<file path="config.mk">
export PLATFORM = sky130hd
export DESIGN_NAME = ilv_seq
export DESIGN_NICKNAME = d
export VERILOG_FILES = /design/src/rtl/ilv_pkg.sv /design/src/rtl/ilv_sched.sv /design/src/rtl/ilv_pack.sv /design/src/rtl/ilv_ctrl.sv /design/src/rtl/ilv_seq.sv
export SDC_FILE = /design/constraint.sdc
export NUM_CORES = 1
export LEC_CHECK = 0
export ABC_CLOCK_PERIOD_IN_PS = 1400
export BUFFER_PORTS_ARGS = -buffer_cell sky130_fd_sc_hd__buf_2
export CAP_MARGIN = 20
export CORE_ASPECT_RATIO = 1.2
export CORE_MARGIN = 2
export CORE_UTILIZATION = 45
export DETAILED_ROUTE_END_ITERATION = 16
export PLACE_DENSITY = 0.76
export SLEW_MARGIN = 10
export SYNTH_ARGS = -nofsm -noshare
export SYNTH_HDL_FRONTEND = slang
export SYNTH_SLANG_ARGS = --single-unit
export TNS_END_PERCENT = 50
</file>
<file path="constraint.sdc">
create_clock -name clk -period 1.4 [get_ports clk]
set_input_delay 0.07 -clock clk [delete_from_list [all_inputs] [get_ports clk]]
set_output_delay 0.07 -clock clk [all_outputs]
set_load 0.02 [all_outputs]
</file>
<file path="src/rtl/ilv_pkg.sv">
package ilv_pkg;

    localparam int unsigned HALF_W = 16;
    localparam int unsigned WORD_W = 2 * HALF_W;

    typedef struct packed {
        logic cont;
        logic err;
    } ctrl_st_t;

endpackage

</file>
<file path="src/rtl/ilv_sched.sv">
module ilv_sched #(
    parameter int unsigned PERIOD = 28
) (
    input  logic clk,
    input  logic rst_n,
    input  logic mode_en,
    input  logic trig,
    output logic start_a_o,
    output logic start_b_o
);

    localparam int unsigned OFFSET = PERIOD / 2;
    localparam int unsigned CW     = $clog2(PERIOD);

    typedef struct packed {
        logic          running;
        logic [CW-1:0] cnt;
        logic          st_a;
        logic          st_b;
    } sched_st_t;

    sched_st_t s_d, s_q;

    always_comb begin
        s_d = s_q;
        if (!mode_en) begin
            s_d.running = 1'b0;
            s_d.cnt     = '0;
        end else if (!s_q.running) begin
            if (trig) begin
                s_d.running = 1'b1;
                s_d.cnt     = '0;
            end
        end else if (s_q.cnt == CW'(PERIOD - 1)) begin
            s_d.cnt = '0;
        end else begin
            s_d.cnt = s_q.cnt + 1'b1;
        end
        s_d.st_b = s_d.running && (s_d.cnt == '0);
        s_d.st_a = s_d.running && (s_d.cnt == CW'(OFFSET));
    end

    always_ff @(posedge clk or negedge rst_n) begin
        if (!rst_n) s_q <= '0;
        else        s_q <= s_d;
    end

    assign start_a_o = s_q.st_a;
    assign start_b_o = s_q.st_b;

endmodule

</file>
<file path="src/rtl/ilv_pack.sv">
module ilv_pack #(
    parameter int unsigned RES_W = 12
) (
    input  logic                        clk,
    input  logic                        rst_n,
    input  logic                        mode_en,
    input  logic                        irq_en,
    input  logic                        xfer_en,
    input  logic                        done_a,
    input  logic [RES_W-1:0]            data_a,
    input  logic                        done_b,
    input  logic [RES_W-1:0]            data_b,
    input  logic                        ack_i,
    output logic [ilv_pkg::WORD_W-1:0]  word_o,
    output logic                        irq_o,
    output logic                        req_o
);

    localparam int unsigned PAD = ilv_pkg::HALF_W - RES_W;

    typedef struct packed {
        logic [RES_W-1:0]           res_b;
        logic [ilv_pkg::WORD_W-1:0] word;
        logic                       irq;
        logic                       req;
    } pack_st_t;

    pack_st_t p_d, p_q;
    logic [RES_W-1:0] b_now;

    always_comb begin
        p_d   = p_q;
        p_d.irq = 1'b0;
        b_now = p_q.res_b;
        if (mode_en && done_b) begin
            b_now     = data_b;
            p_d.res_b = data_b;
        end
        if (ack_i) p_d.req = 1'b0;
        if (mode_en && done_a) begin
            p_d.word = {{PAD{1'b0}}, b_now, {PAD{1'b0}}, data_a};
            p_d.irq  = irq_en;
            if (xfer_en) p_d.req = 1'b1;
        end
    end

    always_ff @(posedge clk or negedge rst_n) begin
        if (!rst_n) p_q <= '0;
        else        p_q <= p_d;
    end

    assign word_o = p_q.word;
    assign irq_o  = p_q.irq;
    assign req_o  = p_q.req;

endmodule

</file>
<file path="src/rtl/ilv_ctrl.sv">
module ilv_ctrl (
    input  logic clk,
    input  logic rst_n,
    input  logic mode_en,
    input  logic cont_wr,
    input  logic cont_wdata,
    input  logic inj_trig,
    output logic cont_o,
    output logic inj_err_o
);

    ilv_pkg::ctrl_st_t c_d, c_q;

    always_comb begin
        c_d     = c_q;
        c_d.err = mode_en && inj_trig;
        if (cont_wr && !mode_en) c_d.cont = cont_wdata;
    end

    always_ff @(posedge clk or negedge rst_n) begin
        if (!rst_n) c_q <= '0;
        else        c_q <= c_d;
    end

    assign cont_o    = c_q.cont;
    assign inj_err_o = c_q.err;

endmodule

</file>
<file path="src/rtl/ilv_seq.sv">
module ilv_seq #(
    parameter int unsigned PERIOD = 28,
    parameter int unsigned RES_W  = 12
) (
    input  logic                       clk,
    input  logic                       rst_n,
    input  logic                       mode_en,
    input  logic                       irq_en,
    input  logic                       xfer_en,
    input  logic                       cont_wr,
    input  logic                       cont_wdata,
    input  logic                       trig,
    input  logic                       inj_trig,
    input  logic                       done_a,
    input  logic [RES_W-1:0]           data_a,
    input  logic                       done_b,
    input  logic [RES_W-1:0]           data_b,
    input  logic                       ack_i,
    output logic                       start_a_o,
    output logic                       start_b_o,
    output logic [ilv_pkg::WORD_W-1:0] word_o,
    output logic                       irq_o,
    output logic                       req_o,
    output logic                       cont_o,
    output logic                       inj_err_o
);

    ilv_sched #(.PERIOD(PERIOD)) u_sched (
        .clk       (clk),
        .rst_n     (rst_n),
        .mode_en   (mode_en),
        .trig      (trig),
        .start_a_o (start_a_o),
        .start_b_o (start_b_o)
    );

    ilv_pack #(.RES_W(RES_W)) u_pack (
        .clk     (clk),
        .rst_n   (rst_n),
        .mode_en (mode_en),
        .irq_en  (irq_en),
        .xfer_en (xfer_en),
        .done_a  (done_a),
        .data_a  (data_a),
        .done_b  (done_b),
        .data_b  (data_b),
        .ack_i   (ack_i),
        .word_o  (word_o),
        .irq_o   (irq_o),
        .req_o   (req_o)
    );

    ilv_ctrl u_ctrl (
        .clk        (clk),
        .rst_n      (rst_n),
        .mode_en    (mode_en),
        .cont_wr    (cont_wr),
        .cont_wdata (cont_wdata),
        .inj_trig   (inj_trig),
        .cont_o     (cont_o),
        .inj_err_o  (inj_err_o)
    );

endmodule

</file>
==> results.yml <==
power:
  sequentialPowerShare_pct: 47.8
  switching_power_uw: 911.9
  cellPowerDensity_nw_per_um2: 1324
  comb_power_share_pct: 22.3
  power.internal_uw: 2581
  swShare_pct: 26.11
  pwr-share-clk_pct: 30.0
  ir_worst_vdd_v: 0.0008086
  p_leak_uw: 0.001317
route:
  routed_wl_um: 3683
  ant_nets: 0
  drt-initial-drc-count: 55
  num_vias: 1313
  avgRoutedWirePerCell_um: 13.20
  viasPerCell: 4.706
  firstDrtPassIters: 6
  drc: 0
sta:
  fin_worst_skew_ns: 0.0008506
  period_needed_ns: 1.468
  slew_violations: 0
  period_share_pct: 104.8
  finalHoldViolCount: 0
  setup_viol: 2
  rsz0062_at_grt: "yes"
  timing.fmax_ghz: 0.6813
  setup_ws_ns: -0.06772
logic_synthesis:
  ys_seq_area_share_pct: 55.98
  postSynthAreaPerCell_sq_um: 13.50
  synth.cell_area_sq_um: 2146
  netlist_instances: 159
  netlist-cell-type-count: 29
  yosys_warnings: 0
  ys_seq_elements: 48
worst_setup_path:
  r2r-start: "u_sched.s_q[3]$_DFF_PN0_"
  worstSetupPathType: "flop to flop"
  arrival_ns: 1.66
  critPathMaxFanout: 4
  worst_setup_path_start_kind: "flop"
  crit_start: "u_sched.s_q[3]$_DFF_PN0_"
  cp.required_ns: 1.60
  crit_path_end_kind: "flop"
floorplan:
  io_pins: 74
  dieArea_sq_um: 5339
  rows: 27
  die_h_um: 79.65
  core_sq_um: 4594
  die_w_um: 67.04
  start_util_pct: 46.70
finish:
  drive_gt1_share_pct: 56.56
  multi_input_area_sq_um: 724.4
  antennaDiodeCount: 0
  final_core_util_pct: 57.41
  regArea_sq_um: 1201
  fillCellCount: 411
  finalNetCount: 257
  area_growth_pct: 22.92
  instances_no_fill: 279
place:
  io_buffers: 65
  post-place-cells: 262
  dpl.hpwl_um: 2732
  gp_congestion: 0.7936
clock_tree:
  clk_pin_slew_ns: 0.08
  cts.sinks: 48
  cts_tree: "built"
  cts-buffers-inserted: 5
  clk_latency_ns: 0.29
  clockBufferDepth: 2
  cts_htree_levels: 2
  root_buffer: "clkbuf_8"
global_route:
  grt-ovfl-total: 0
  track_usage_pct: 14.68
  antenna_found_initial: 0
  grt_pass1_wl_um: 5927
  grt_pass1_vias: 1329
  grt_max_degree: 30
outcome:
  status: "finished with violations"
  violations: "negative setup slack"
hold_path:
  min-delay-start: "data_a[9]"
  worstHoldPathType: "input pin to flop"
flow_run:
  drv_cap: 0
per-stage QoR:
stage	power, uW	hold WS [ns]	TNS (ns)	area, sq um	setup slack, ns
finish	3493	0.01210	-0.1033	2638	-0.06772
floorplan	2369	-0.2256	0	2172	0.03887
detailed placement	2461	0.05344	-0.05180	2394	-0.02763
global route	3680	0.001399	-0.2850	2638	-0.1609
global placement	2435	0.04437	0	2394	0.01734
CTS	3546	0.002533	-0.004991	2621	-0.004867
registers in the layout (all words and copies together), names as in the netlist:
register and cells:
u_ctrl.cont_o 1, u_sched.start_a_o 1, u_ctrl.inj_err_o 1, u_sched.s_q 6, u_pack.p_q 12, u_pack.word_o 24
u_pack.irq_o 1, u_sched.start_b_o 1, u_pack.req_o 1
worst paths after layout:
kind | to | slack (ns) | depth (start not counted)
worst max-delay path | u_sched.start_b_o$_DFF_PN0_ | -0.07 | 5
worst min-delay path | u_pack.word_o[9]$_DFFE_PN0P_ | 0.01 | 2
worst max register to register | u_sched.start_b_o$_DFF_PN0_ | -0.07 | 5
worst min register to register | u_pack.p_q[37]$_DFF_PN0_ | 0.49 | 1
max in group asynchronous | u_sched.s_q[4]$_DFF_PN0_ | 0.64 | 3
min in group asynchronous | u_pack.word_o[27]$_DFFE_PN0P_ | 0.25 | 2
cell usage after synthesis:
| master | n | share of area, % |
|---|---|---|
| a32o_1 | 1 | 0.47 |
| nand3_1 | 2 | 0.47 |
| ha_1 | 1 | 0.58 |
| o21ai_0 | 3 | 0.70 |
| buf_6 | 1 | 0.52 |
| a31oi_1 | 1 | 0.29 |
| nor2_1 | 3 | 0.52 |
| nand2_2 | 1 | 0.29 |
| buf_2 | 2 | 0.47 |
| mux2_2 | 26 | 14 |
| nand3b_1 | 1 | 0.35 |
| conb_1 | 1 | 0.17 |
| nand2_1 | 6 | 1.0 |
| and3_1 | 1 | 0.29 |
| nor4b_1 | 1 | 0.41 |
| and2_1 | 1 | 0.29 |
| a21oi_1 | 3 | 0.70 |
| a31o_2 | 1 | 0.41 |
| mux2_4 | 10 | 7.0 |
| a21boi_0 | 2 | 0.70 |
| xor2_1 | 1 | 0.41 |
| or2_2 | 1 | 0.29 |
| nand4b_1 | 2 | 0.82 |
| nand4_1 | 2 | 0.58 |
| inv_1 | 3 | 0.52 |
| or3b_1 | 1 | 0.41 |
| buf_4 | 32 | 11 |
| nor4bb_1 | 1 | 0.47 |
| dfrtp_1 | 48 | 56 |
placed cells by master (no fill, tap or decap), drive strengths merged, types with 3 or more instances in the layout:
cell | synthesis | routed
conb | 1 | 8
buf | 35 | 74
nor2 | 3 | 3
mux2 | 36 | 36
o21ai | 3 | 3
nand2 | 7 | 7
dlygate4sd3 | 0 | 8
clkbuf | 0 | 7
inv | 3 | 3
dfrtp | 48 | 48
a21oi | 3 | 3
final cells by class:
class	count	share of cell area, %
Inverter	3	0.4269
Sequential cell	48	45.54
Timing Repair Buffer	82	19.02
Clock inverter	1	1.139
Clock buffer	7	3.653
Tap cell	58	2.751
Multi-Input combinational cell	80	27.47
kinds of logic after synthesis:
| kind of cell | synth area share, % |
|---|---|
| flip-flops | 55.98 |
| multiplexers | 20.64 |
| buffers and inverters | 12.71 |
| other | 0.1748 |
| AND/OR/NAND/NOR | 6.240 |
| XOR/XNOR | 0.4082 |
| adder cells (fa/ha/maj) | 0.5830 |
| AO/OA/AOI/OAI | 3.265 |
power by group through the flow:
stage	registers [uW]	logic [uW]	clock network, uW
after floorplan	1690	676	0
after global placement	1680	752	0
final	1670	777	1050
after CTS	1670	787	1090
after global routing	1690	842	1140
after detailed placement	1700	764	0
worst max-delay path, cell delays in order, from the launching register on:
cell and delay [ns]:
dfrtp_1 0.42, ha_4 0.18, nand4b_1 0.17, nand3b_1 0.18, nand4b_1 0.16, nor4bb_1 0.27
routing by layer:
layer | part of all wire (%) | track usage (%)
met3 | 6.5 | 3.244
met2 | 50 | 25.45
met4 | 1.6 | 5.510
met1 | 41 | 17.47
met5 | 0 | 0
repair_timing:
| item | 4_1_cts | 5_1_grt |
|---|---|---|
| hold endpoints to repair | 26 | 0 |
| pin swaps | 2 | 3 |
| resized for setup | 5 | 2 |
| setup buffers | 0 | 1 |
| hold buffers | 8 | 0 |
| endpoints found under the setup margin | 2 | 3 |
Note: power is estimated with default switching activity, not from simulation.
